## config.mk

```make
export PLATFORM = sky130hd
export DESIGN_NAME = spi_fifo_irq_unit
export DESIGN_NICKNAME = d
export VERILOG_FILES = /design/src/rtl/spi_fifo_pkg.sv /design/src/rtl/sfs_fifo.sv /design/src/rtl/sfs_limreg.sv /design/src/rtl/sfs_irq.sv /design/src/rtl/spi_fifo_irq_unit.sv
export SDC_FILE = /design/constraint.sdc
export NUM_CORES = 1
export LEC_CHECK = 0
export ABC_AREA = 0
export BUFFER_PORTS_ARGS = -buffer_cell sky130_fd_sc_hd__buf_2
export CORE_MARGIN = 2
export CORE_UTILIZATION = 40
export CTS_CLUSTER_DIAMETER = 60
export DETAILED_ROUTE_END_ITERATION = 8
export GPL_ROUTABILITY_DRIVEN = 0
export PLACE_DENSITY_LB_ADDON = 0.1
export SKIP_LAST_GASP = 1
export SLEW_MARGIN = 5
export SYNTH_ARGS = -nofsm -noshare
export SYNTH_HDL_FRONTEND = slang
export SYNTH_SLANG_ARGS = --single-unit
```

## constraint.sdc

```tcl
create_clock -name clk -period 3.1 [get_ports clk]
set_clock_uncertainty 0.05 [all_clocks]
set_input_delay 0.62 -clock clk [delete_from_list [all_inputs] [get_ports clk]]
set_output_delay 0.62 -clock clk [all_outputs]
set_load 0.01 [all_outputs]
```

## src/rtl/spi_fifo_pkg.sv

```systemverilog
// Shared definitions for the SPI FIFO status and interrupt unit.
// Assumes a four-bit word index on the register port.
package spi_fifo_pkg;

    localparam int ADDR_W = 4;

    typedef enum logic [ADDR_W-1:0] {
        IDX_TX_DATA  = 4'd0,
        IDX_RX_DATA  = 4'd1,
        IDX_TX_LEVEL = 4'd2,
        IDX_RX_LEVEL = 4'd3,
        IDX_TX_THR   = 4'd4,
        IDX_RX_THR   = 4'd5,
        IDX_STATUS   = 4'd6,
        IDX_MASK     = 4'd7,
        IDX_RAW      = 4'd8,
        IDX_MASKED   = 4'd9,
        IDX_CLEAR    = 4'd10,
        IDX_DMA_EN   = 4'd11,
        IDX_TX_WM    = 4'd12,
        IDX_RX_WM    = 4'd13
    } reg_idx_e;

    // Depth-limited registers, in generate order.
    localparam int NUM_LIM = 4;
    localparam reg_idx_e LIM_SEL [NUM_LIM] = '{IDX_TX_THR, IDX_RX_THR, IDX_TX_WM, IDX_RX_WM};
    localparam int LIM_TX_THR = 0;
    localparam int LIM_RX_THR = 1;
    localparam int LIM_TX_WM  = 2;
    localparam int LIM_RX_WM  = 3;

    // Interrupt bit positions.
    localparam int IRQ_TX_LOW   = 0;
    localparam int IRQ_TX_OVF   = 1;
    localparam int IRQ_RX_UDF   = 2;
    localparam int IRQ_RX_OVF   = 3;
    localparam int IRQ_RX_HIGH  = 4;
    localparam int IRQ_W        = 5;

    // Status bit positions.
    localparam int ST_BUSY     = 0;
    localparam int ST_TX_FULL  = 1;
    localparam int ST_TX_EMPTY = 2;
    localparam int ST_RX_EMPTY = 3;
    localparam int ST_RX_FULL  = 4;

    // Clear register bit positions.
    localparam int CLR_ALL    = 0;
    localparam int CLR_RX_UDF = 1;
    localparam int CLR_RX_OVF = 2;
    localparam int CLR_TX_OVF = 3;
    localparam int CLR_W      = 4;

    // DMA enable bit positions.
    localparam int DMA_RX = 0;
    localparam int DMA_TX = 1;

endpackage

```

## src/rtl/sfs_fifo.sv

```systemverilog
// Synchronous circular queue with an entry counter.
// A push into a full queue and a pop from an empty queue are ignored; the
// caller detects those cases from full/empty. The head word is shown
// combinationally. DEPTH need not be a power of two.
module sfs_fifo #(
    parameter int W     = 16,
    parameter int DEPTH = 16,
    localparam int PTR_W = (DEPTH > 1) ? $clog2(DEPTH) : 1,
    localparam int LVL_W = $clog2(DEPTH + 1)
) (
    input  logic             clk,
    input  logic             rst_n,
    input  logic             push,
    input  logic [W-1:0]     din,
    input  logic             pop,
    output logic [W-1:0]     dout,
    output logic [LVL_W-1:0] level,
    output logic             full,
    output logic             empty
);

    logic [W-1:0]     mem [DEPTH];
    logic [PTR_W-1:0] wr_ptr;
    logic [PTR_W-1:0] rd_ptr;
    logic [LVL_W-1:0] cnt;
    logic             do_push;
    logic             do_pop;

    function automatic logic [PTR_W-1:0] bump(input logic [PTR_W-1:0] p);
        return (p == PTR_W'(DEPTH - 1)) ? '0 : p + 1'b1;
    endfunction

    // Accept only legal accesses.
    always_comb begin
        do_push = push && !full;
        do_pop  = pop && !empty;
    end

    // Store pushed words.
    always_ff @(posedge clk) begin
        if (do_push) begin
            mem[wr_ptr] <= din;
        end
    end

    // Advance pointers and entry count.
    always_ff @(posedge clk) begin
        if (!rst_n) begin
            wr_ptr <= '0;
            rd_ptr <= '0;
            cnt    <= '0;
        end else begin
            if (do_push) wr_ptr <= bump(wr_ptr);
            if (do_pop)  rd_ptr <= bump(rd_ptr);
            case ({do_push, do_pop})
                2'b10:   cnt <= cnt + 1'b1;
                2'b01:   cnt <= cnt - 1'b1;
                default: cnt <= cnt;
            endcase
        end
    end

    // Present head and flags.
    always_comb begin
        dout  = mem[rd_ptr];
        level = cnt;
        full  = (cnt == LVL_W'(DEPTH));
        empty = (cnt == '0);
    end

    // a push into a full queue with no pop leaves the count unchanged.
    a_r3_full_push_drop: assert property (@(posedge clk) disable iff (!rst_n)
        (push && full && !pop) |=> (level == LVL_W'(DEPTH)));

    // a pop from an empty queue with no push keeps the count at zero.
    a_r5_empty_pop_hold: assert property (@(posedge clk) disable iff (!rst_n)
        (pop && empty && !push) |=> empty);

    // the count never passes the depth.
    a_r2_level_bound: assert property (@(posedge clk) disable iff (!rst_n)
        level <= LVL_W'(DEPTH));

endmodule

```

## src/rtl/sfs_limreg.sv

```systemverilog
// Register that accepts a written value only when it is below DEPTH.
// Assumes DW is wide enough to hold DEPTH. Resets to zero.
module sfs_limreg #(
    parameter int DW    = 16,
    parameter int DEPTH = 16,
    localparam int LVL_W = $clog2(DEPTH + 1)
) (
    input  logic             clk,
    input  logic             rst_n,
    input  logic             wr,
    input  logic [DW-1:0]    wdata,
    output logic [LVL_W-1:0] q
);

    logic accept;

    // Decide whether the write is in range.
    always_comb begin
        accept = wr && (wdata < DW'(DEPTH));
    end

    // Hold the stored limit.
    always_ff @(posedge clk) begin
        if (!rst_n) begin
            q <= '0;
        end else if (accept) begin
            q <= LVL_W'(wdata);
        end
    end

    // an out-of-range write leaves the value unchanged.
    a_r7_keep_on_reject: assert property (@(posedge clk) disable iff (!rst_n)
        (wr && (wdata >= DW'(DEPTH))) |=> $stable(q));

    // the stored value stays below the depth.
    a_r7_in_range: assert property (@(posedge clk) disable iff (!rst_n)
        q < LVL_W'(DEPTH));

endmodule

```

## src/rtl/sfs_irq.sv

```systemverilog
// Interrupt state: three sticky error flags plus two level conditions,
// a mask register and the combined request line.
// Assumes set strobes are single-cycle events; a set beats a same-cycle clear.
module sfs_irq
    import spi_fifo_pkg::*;
#(
    parameter int LVL_W = 5
) (
    input  logic             clk,
    input  logic             rst_n,
    input  logic [LVL_W-1:0] tx_level,
    input  logic [LVL_W-1:0] rx_level,
    input  logic [LVL_W-1:0] tx_thr,
    input  logic [LVL_W-1:0] rx_thr,
    input  logic             set_tx_ovf,
    input  logic             set_rx_udf,
    input  logic             set_rx_ovf,
    input  logic             clr_wr,
    input  logic [CLR_W-1:0] clr_bits,
    input  logic             mask_wr,
    input  logic [IRQ_W-1:0] mask_wdata,
    output logic [IRQ_W-1:0] raw_o,
    output logic [IRQ_W-1:0] masked_o,
    output logic [IRQ_W-1:0] mask_o,
    output logic             irq_o
);

    logic             tx_ovf_q;
    logic             rx_udf_q;
    logic             rx_ovf_q;
    logic [IRQ_W-1:0] mask_q;
    logic             clr_tx_ovf;
    logic             clr_rx_udf;
    logic             clr_rx_ovf;

    // Decode which sticky flags a clear write removes.
    always_comb begin
        clr_tx_ovf = clr_wr && (clr_bits[CLR_ALL] || clr_bits[CLR_TX_OVF]);
        clr_rx_udf = clr_wr && (clr_bits[CLR_ALL] || clr_bits[CLR_RX_UDF]);
        clr_rx_ovf = clr_wr && (clr_bits[CLR_ALL] || clr_bits[CLR_RX_OVF]);
    end

    // Sticky error flags; setting has priority over clearing.
    always_ff @(posedge clk) begin
        if (!rst_n) begin
            tx_ovf_q <= 1'b0;
            rx_udf_q <= 1'b0;
            rx_ovf_q <= 1'b0;
        end else begin
            tx_ovf_q <= set_tx_ovf || (tx_ovf_q && !clr_tx_ovf);
            rx_udf_q <= set_rx_udf || (rx_udf_q && !clr_rx_udf);
            rx_ovf_q <= set_rx_ovf || (rx_ovf_q && !clr_rx_ovf);
        end
    end

    // Interrupt mask register.
    always_ff @(posedge clk) begin
        if (!rst_n) begin
            mask_q <= '0;
        end else if (mask_wr) begin
            mask_q <= mask_wdata;
        end
    end

    // Assemble raw and masked vectors and the request line.
    always_comb begin
        raw_o              = '0;
        raw_o[IRQ_TX_LOW]  = (tx_level <= tx_thr);
        raw_o[IRQ_TX_OVF]  = tx_ovf_q;
        raw_o[IRQ_RX_UDF]  = rx_udf_q;
        raw_o[IRQ_RX_OVF]  = rx_ovf_q;
        raw_o[IRQ_RX_HIGH] = (rx_level > rx_thr);
        masked_o           = raw_o & mask_q;
        mask_o             = mask_q;
        irq_o              = |masked_o;
    end

    // a set in the same cycle as a clear-all still leaves the flag high.
    a_r10_set_beats_clear: assert property (@(posedge clk) disable iff (!rst_n)
        set_rx_ovf |=> raw_o[IRQ_RX_OVF]);

    // clear-all with no competing set drops the transmit overflow flag.
    a_r10_clear_all: assert property (@(posedge clk) disable iff (!rst_n)
        (clr_wr && clr_bits[CLR_ALL] && !set_tx_ovf) |=> !raw_o[IRQ_TX_OVF]);

    // with nothing masked in, the request line stays low.
    a_r9_mask_gates_irq: assert property (@(posedge clk) disable iff (!rst_n)
        (mask_q == '0) |-> !irq_o);

endmodule

```

## src/rtl/spi_fifo_irq_unit.sv

```systemverilog
// Top of the SPI FIFO status and interrupt unit. Decodes the word-indexed
// register port, joins the transmit and receive queues to the serial engine
// strobes, and drives interrupt and DMA request lines.
// Assumes reg_wr and reg_rd are not asserted together and DATA_W >= LVL_W.
module spi_fifo_irq_unit
    import spi_fifo_pkg::*;
#(
    parameter int DATA_W = 16,
    parameter int DEPTH  = 16,
    localparam int LVL_W = $clog2(DEPTH + 1)
) (
    input  logic              clk,
    input  logic              rst_n,
    input  logic              reg_wr,
    input  logic              reg_rd,
    input  logic [ADDR_W-1:0] reg_addr,
    input  logic [DATA_W-1:0] reg_wdata,
    output logic [DATA_W-1:0] reg_rdata,
    input  logic              eng_busy,
    output logic              eng_tx_valid,
    output logic [DATA_W-1:0] eng_tx_data,
    input  logic              eng_tx_take,
    input  logic              eng_rx_put,
    input  logic [DATA_W-1:0] eng_rx_data,
    output logic              irq,
    output logic              tx_dma_req,
    output logic              rx_dma_req
);

    logic              tx_push;
    logic              rx_pop;
    logic [LVL_W-1:0]  tx_level;
    logic [LVL_W-1:0]  rx_level;
    logic              tx_full;
    logic              tx_empty;
    logic              rx_full;
    logic              rx_empty;
    logic [DATA_W-1:0] rx_head;
    logic [LVL_W-1:0]  lim_q [NUM_LIM];
    logic [IRQ_W-1:0]  raw;
    logic [IRQ_W-1:0]  masked;
    logic [IRQ_W-1:0]  mask;
    logic [1:0]        dma_en_q;
    logic [4:0]        status;
    logic [DATA_W-1:0] rd_mux;
    logic [DATA_W-1:0] rdata_q;

    // Register-port access decode.
    always_comb begin
        tx_push = reg_wr && (reg_addr == IDX_TX_DATA);
        rx_pop  = reg_rd && (reg_addr == IDX_RX_DATA);
    end

    sfs_fifo #(.W(DATA_W), .DEPTH(DEPTH)) u_tx_q (
        .clk   (clk),
        .rst_n (rst_n),
        .push  (tx_push),
        .din   (reg_wdata),
        .pop   (eng_tx_take),
        .dout  (eng_tx_data),
        .level (tx_level),
        .full  (tx_full),
        .empty (tx_empty)
    );

    sfs_fifo #(.W(DATA_W), .DEPTH(DEPTH)) u_rx_q (
        .clk   (clk),
        .rst_n (rst_n),
        .push  (eng_rx_put),
        .din   (eng_rx_data),
        .pop   (rx_pop),
        .dout  (rx_head),
        .level (rx_level),
        .full  (rx_full),
        .empty (rx_empty)
    );

    // One depth-limited register per threshold and watermark.
    for (genvar gi = 0; gi < NUM_LIM; gi++) begin : g_lim
        sfs_limreg #(.DW(DATA_W), .DEPTH(DEPTH)) u_lim (
            .clk   (clk),
            .rst_n (rst_n),
            .wr    (reg_wr && (reg_addr == LIM_SEL[gi])),
            .wdata (reg_wdata),
            .q     (lim_q[gi])
        );
    end

    sfs_irq #(.LVL_W(LVL_W)) u_irq (
        .clk        (clk),
        .rst_n      (rst_n),
        .tx_level   (tx_level),
        .rx_level   (rx_level),
        .tx_thr     (lim_q[LIM_TX_THR]),
        .rx_thr     (lim_q[LIM_RX_THR]),
        .set_tx_ovf (tx_push && tx_full),
        .set_rx_udf (rx_pop && rx_empty),
        .set_rx_ovf (eng_rx_put && rx_full),
        .clr_wr     (reg_wr && (reg_addr == IDX_CLEAR)),
        .clr_bits   (reg_wdata[CLR_W-1:0]),
        .mask_wr    (reg_wr && (reg_addr == IDX_MASK)),
        .mask_wdata (reg_wdata[IRQ_W-1:0]),
        .raw_o      (raw),
        .masked_o   (masked),
        .mask_o     (mask),
        .irq_o      (irq)
    );

    // DMA enable register.
    always_ff @(posedge clk) begin
        if (!rst_n) begin
            dma_en_q <= '0;
        end else if (reg_wr && (reg_addr == IDX_DMA_EN)) begin
            dma_en_q <= reg_wdata[1:0];
        end
    end

    // DMA requests from levels against watermarks.
    always_comb begin
        tx_dma_req = dma_en_q[DMA_TX] && (tx_level <= lim_q[LIM_TX_WM]);
        rx_dma_req = dma_en_q[DMA_RX] && (rx_level >  lim_q[LIM_RX_WM]);
    end

    // Status word assembly.
    always_comb begin
        status              = '0;
        status[ST_BUSY]     = eng_busy;
        status[ST_TX_FULL]  = tx_full;
        status[ST_TX_EMPTY] = tx_empty;
        status[ST_RX_EMPTY] = rx_empty;
        status[ST_RX_FULL]  = rx_full;
    end

    // Read-data selection by word index.
    always_comb begin
        case (reg_addr)
            IDX_RX_DATA:  rd_mux = rx_empty ? '0 : rx_head;
            IDX_TX_LEVEL: rd_mux = DATA_W'(tx_level);
            IDX_RX_LEVEL: rd_mux = DATA_W'(rx_level);
            IDX_TX_THR:   rd_mux = DATA_W'(lim_q[LIM_TX_THR]);
            IDX_RX_THR:   rd_mux = DATA_W'(lim_q[LIM_RX_THR]);
            IDX_STATUS:   rd_mux = DATA_W'(status);
            IDX_MASK:     rd_mux = DATA_W'(mask);
            IDX_RAW:      rd_mux = DATA_W'(raw);
            IDX_MASKED:   rd_mux = DATA_W'(masked);
            IDX_DMA_EN:   rd_mux = DATA_W'(dma_en_q);
            IDX_TX_WM:    rd_mux = DATA_W'(lim_q[LIM_TX_WM]);
            IDX_RX_WM:    rd_mux = DATA_W'(lim_q[LIM_RX_WM]);
            default:      rd_mux = '0;
        endcase
    end

    // Registered read data; zero when no read was issued.
    always_ff @(posedge clk) begin
        if (!rst_n) begin
            rdata_q <= '0;
        end else begin
            rdata_q <= reg_rd ? rd_mux : '0;
        end
    end

    always_comb begin
        reg_rdata    = rdata_q;
        eng_tx_valid = !tx_empty;
    end

    // read data is zero after a cycle without a read.
    a_r13_idle_zero: assert property (@(posedge clk) disable iff (!rst_n)
        !reg_rd |=> (reg_rdata == '0));

    // a receive read from an empty queue returns zero.
    a_r5_underflow_zero: assert property (@(posedge clk) disable iff (!rst_n)
        (rx_pop && rx_empty) |=> (reg_rdata == '0));

    // the transmit request is silent while its enable is off.
    a_r12_tx_dma_gate: assert property (@(posedge clk) disable iff (!rst_n)
        !dma_en_q[DMA_TX] |-> !tx_dma_req);

    // the receive request is silent while its enable is off.
    a_r12_rx_dma_gate: assert property (@(posedge clk) disable iff (!rst_n)
        !dma_en_q[DMA_RX] |-> !rx_dma_req);

endmodule

```

### Word-level counts from Yosys, hierarchy flattened

Memory sizes are Yosys's and may differ from the RTL's. A register that Yosys moved wholly into a read port is not among the register bits.
Cells that the tools add are included.

| cells by class | value |
|---|---|
| $add $sub $neg | 8 |
| order comparisons | 5 |
| equal/unequal tests | 23 |
| mux-type cells | 16 |
| bitwise operators | 1 |
| reduce and logical (&&, ||, !) cells | 48 |

Operators by type and width:

| operator | count |
|---|---|
| $pmux W16 S12 | 1 |
| $eq A4 B4 Y1 const B | 10 |
| $mux W4 | 8 |
| $logic_and A1 B1 Y1 | 28 |
| $pmux W5 S2 | 2 |
| $add A4 B1 Y4 const B | 4 |
| $eq A4 B3 Y1 const B | 4 |
| $lt A16 B5 Y1 const B | 1 |
| $mux W16 | 1 |
| $add A5 B1 Y5 const B | 2 |
| $eq A5 B5 Y1 const B | 2 |
| $gt A5 B5 Y1 | 2 |
| $le A5 B5 Y1 | 2 |
| $logic_not A5 Y1 | 2 |
| $sub A5 B1 Y5 const B | 2 |
| $eq A4 B2 Y1 const B | 2 |
| $logic_not A1 Y1 | 7 |
| $logic_or A1 B1 Y1 | 6 |
| $and A5 B5 Y5 | 1 |
| $reduce_or A5 Y1 | 1 |
| $eq A2 B1 Y1 const B | 2 |
| $eq A2 B2 Y1 const B | 2 |
| $eq A4 B1 Y1 const B | 1 |
| $logic_not A4 Y1 | 1 |
| other kinds (3) | 7 |

| word-level totals | value |
|---|---|
| bits in registers | 72 |
| bits in writable memories | 512 |
| input port bits | 43 |
| output and inout port bits | 36 |
| word-level logic and storage cells | 119 |
| memories kept | 2 |

Memory list:

| name | words | bits a word | rd ports | clocked after Yosys merged registers in | write ports | line | RTL |
|---|---|---|---|---|---|---|---|
| u_rx_q.mem | 16 | 16 | 1 | 1 | 1 | sfs_fifo.sv:22 | `logic [W-1:0] mem [DEPTH];` |
| u_tx_q.mem | 16 | 16 | 1 | 1 | 1 | sfs_fifo.sv:22 |  |

### Depth between registers and ports, before layout

| logic depth | value |
|---|---|
| depth in word-level cells | 6 |
| gate-level depth with buffers | 13 |
| gate-level depth less buffers | 11 |

### Modules after synthesis

A second synthesis with hierarchy kept.

| unflattened totals | value |
|---|---|
| cell total of the unflattened synthesis | 1311 |
| area total of the unflattened synthesis | 24278.3 sq um |

Modules (own cells, without submodules):

| module | instances | cells an instance | area each (sq um) |
|---|---|---|---|
| sfs_fifo | 2 | 471 | 10627.7 |
| spi_fifo_irq_unit | 1 | 190 | 1506.4 |
| sfs_limreg | 4 | 26 | 225.2 |
| sfs_irq | 1 | 75 | 615.6 |

### Least setup slack after synthesis

Ideal clock, no wire load.

| timing | value |
|---|---|
| path kind | input -> register |
| start | input reg_addr[3] |
| end | register u_rx_q.cnt[4], in the netlist u_rx_q.level[4] |
| library setup time | 135 ps |
| arrival | 3051 ps |
| required time | 2915 ps |
| setup slack | -137 ps |
| stages | 11 |
| buffers on the path | 1 |
| cells stage by stage | buf_6 > or4b_4 > a211oi_4 > ha_1 > inv_1 > fa_1 > nor2b_1 > o21ai_0 > and3_1 > o311ai_0 > o41ai_1 |

| on the way | value |
|---|---|
| cells in the longest elaborated chain, start to end | 5 |
| elaborated cells between the ends (all ways) | 7 |

RTL lines:

| what | line | RTL |
|---|---|---|
| start: declaration | spi_fifo_irq_unit.sv:16 | `input logic [ADDR_W-1:0] reg_addr,` |
| $eq A4 B1 Y1 (*) | spi_fifo_irq_unit.sv:51 | `rx_pop = reg_rd && (reg_addr == IDX_RX_DATA);` |
| $logic_and A1 B1 Y1 (*) | spi_fifo_irq_unit.sv:51 |  |
| $logic_and A1 B1 Y1 (*) | sfs_fifo.sv:36 | `do_pop = pop && !empty;` |
| net u_rx_q.do_pop | sfs_fifo.sv:27 | `logic do_pop;` |
| $eq A2 B1 Y1 / $eq A2 B2 Y1 (equally long branches) | sfs_fifo.sv:55 | `case ({do_push, do_pop})` |
| $pmux W5 S2 / $reduce_bool A2 Y1 (equally long branches) | -- |  |
| end signal: assignment | sfs_fifo.sv:56 | `2'b10: cnt <= cnt + 1'b1;` |
| end signal: assignment | sfs_fifo.sv:57 | `2'b01: cnt <= cnt - 1'b1;` |
| end signal: assignment | sfs_fifo.sv:58 | `default: cnt <= cnt;` |
| end: declaration | sfs_fifo.sv:25 | `logic [LVL_W-1:0] cnt;` |

Mark *: on every way through the listed nets, which the timed path passes. The rest lies on a longest branch.
A chain may end at the register's enable or synchronous reset.

==> flow_summary.yaml <==
finish:
  fin_area_um2: 28300
  finalCoreUtilization: 0.479
  fill_cells: 4956
  nets: 1588
  area_delta_synth_final_pct: 18.3
  layout-drive-gt1-share: 0.302
synth:
  syn-mean-instance-area_um2: 18.0
  syn-cell-area_um2: 24000
  ys_seq_area_frac: 0.709
  synth_edf_count: 512
  async_flop_share: 0
  synthesis.nets: 1413
  yosys-top-cells-area: "edfxtp_1 64%, mux4_2 13%, dfxtp_1 6.7%"
  syn_inst: 1330
  synth_ff_type: "edfxtp_1"
  ys.warnings.count: 0
  synth-seq-cells: 592
  ys_types: 65
  synthTopCellsByCount: "512 x edfxtp_1, 138 x mux4_2, 80 x dfxtp_1"
  yosys.cell_count.top_type: "edfxtp_1"
  synth_top_area_share: 0.642
  synth_top_area_cell: "edfxtp_1"
critical_path:
  cp-end-kind: "output port"
  worst_ep_required_time_ps: 2430
  ff2ff_path_depth: 11
  r2r_start: "u_tx_q.level[0]"
  crit_arrival_ps: 2500
  setup.worst_path.class: "reg2out"
  r2r-end: "u_tx_q.level[4]"
  crit_fanout: 7
  startpoint_type: "register"
  worst-r2r-setup-slack_ps: 150
sta:
  rsz0062_at_grt: "true"
  finalHoldViolations: 0
  slew_headroom: 0.241
  fmax_mhz: 315
  setup_viol: 11
  worst_pin_slew_ps: 1110
  maxSlewViolCount: 0
  min_period_ps: 3170
  final.period_utilization: 1.02
  setup_slack_ps: -70.5
  tns_ps: -483
placed_design:
  dp.final_hpwl_um: 33100
  port_buffers: 78
  post-place-ws_ps: -95.3
  place_area_um2: 25900
drt:
  drt_iter0_markers: 902
  vias: 12600
  finalWirelength_um: 56600
  detail-route-antenna-nets: 0
  dr.pass1.iters: 5
  route.detailed.drc: 0
  viasPerCell: 5.41
  wl_per_cell_um: 24.3
outcome:
  outcome: "finished, violations left"
  violations: "setup timing"
power_and_ir_drop:
  p_leak_nw: 9.06
  power_density_nw_per_um2: 640
  p_total_mw: 18.1
  vdd_drop_max_v: 0.000408
floorplan:
  chipHeight_um: 249
  initial_utilization: 0.405
  dieArea_um2: 61900
  dieWidth_um: 249
  io_pins: 79
  core-area_um2: 59100
  placementRows: 89
min_path:
  hold_path.class: "in2reg"
  whs_path_depth: 3
  min_to: "u_irq.rx_ovf_q"
  min_from: "eng_rx_put"
clocking:
  clock_latency_ps: 620
  cts_buffers: 68
  cts_root_buffer: "clkbuf_16"
  htree_levels: 3
  tritoncts: "built"
  postCtsHoldBufs: 0
  clk_pin_slew_worst_paths_ps: 60
  clock_sinks: 592
  cts_max_path_buffers: 3
grt:
  grt_max_degree: 65
  grt_usage: 0.183
  grt_pass1_vias: 13000
  grt_first_pass_wirelength_um: 84400
  antenna_found_initial: 4
  grt_overflow: 0
run:
  maxCapViolCount: 0
-- placed cells by master (no fill, tap or decap), types with 6 or more instances in the layout --
cell,n
nor2b_1,52
buf_12,9
clkbuf_16,72
clkbuf_1,16
a21boi_1,7
nand3_1,15
nor3_2,6
mux2_2,7
nor3_1,12
a21boi_0,6
buf_4,80
nor2_2,24
edfxtp_1,512
buf_2,75
buf_6,6
nor2_1,23
a31oi_1,6
and2_1,13
dfxtp_1,74
clkinv_1,13
nand2b_1,11
a21oi_1,21
nand4_1,6
mux2i_1,45
ha_1,36
nand2_1,54
inv_1,38
a211oi_1,27
mux4_2,138
clkinv_2,8
o21ai_0,25
o22ai_1,7
-- timing repair --
item,CTS,global route
gates resized for setup,3,16
pin swaps,0,1
setup endpoints to repair,18,18
setup buffers,0,4
cloned,0,6
-- report_power, final --
part | leakage, nW | switching, mW | total (mW) | internal [mW]
combinational | 2.75 | 0.820 | 1.67 | 0.853
sequential | 5.26 | 0.0394 | 8.75 | 8.71
clock | 1.04 | 3.27 | 7.72 | 4.45
-- cells by family after synthesis --
kind of cell / synth area share
buffers and inverters: 0.0187
and+or+nand+nor: 0.0542
adders and majority gates: 0.0215
muxes: 0.152
xor gates and xnor gates: 0.00366
AOI/OAI and AO/OA: 0.0416
DFF: 0.709
-- per-stage QoR --
step | cells | hold slack (ps)
floorplan | 1330 | 369
global placement | 2198 | 403
detailed placement | 2198 | 397
CTS | 2323 | 240
global route | 2333 | 259
finish | 2334 | 270
-- layer usage --
metal / GRT usage / wire length, um / vias to the layer above
met5: 0 / 34 / -
met4: 0.0473 / 1220 / 6
met3: 0.0349 / 2140 / 94
met2: 0.308 / 28500 / 242
met1: 0.245 / 24800 / 6590
li1: - / - / 5702
-- worst max-delay path, cell delays in order, from the launching register on --
cell and delay (ps):
dfxtp_4 380, buf_6 150, buf_16 150, mux4_2 520, mux4_2 530, buf_2 170
-- area by class of cell --
type	instances	area, um2	area share
flip-flops and latches	592	17000	0.599
multi-input cells	628	6700	0.236
clock buffers	84	1760	0.0621
repair buffers	176	1380	0.0486
well taps	773	967	0.0341
clock inverters	41	402	0.0142
inverters	39	146	0.00516
diodes	1	2.50	0.0000883
-- flip-flops by register name (all words and copies together) (netlist names), named ones only --
register,cells
reg_rdata,16
dma_en_q,2
u_rx_q.mem,256
u_tx_q.mem,256
u_rx_q.wr_ptr,4
u_tx_q.level,5
u_irq.mask_o,5
u_tx_q.rd_ptr,4
u_rx_q.level,5
u_irq.rx_ovf_q,1
u_tx_q.wr_ptr,4
u_irq.tx_ovf_q,1
u_irq.rx_udf_q,1
u_rx_q.rd_ptr,4
g_lim.u_lim.q,20
-- worst max-delay path by stage --
stage	startpoint	endpoint	slack, ps	depth (start not counted)
floorplan	reg_addr[3]	u_rx_q.level[4]	-20	11
global placement	reg_addr[0]	reg_rdata[0]	-40	8
detailed placement	reg_addr[1]	u_tx_q.level[4]	-100	13
CTS	register	eng_tx_data[1]	-140	4
global route	register	eng_tx_data[1]	-140	5
finish	register	eng_tx_data[13]	-70	5
(Power assumes the default switching activity.)
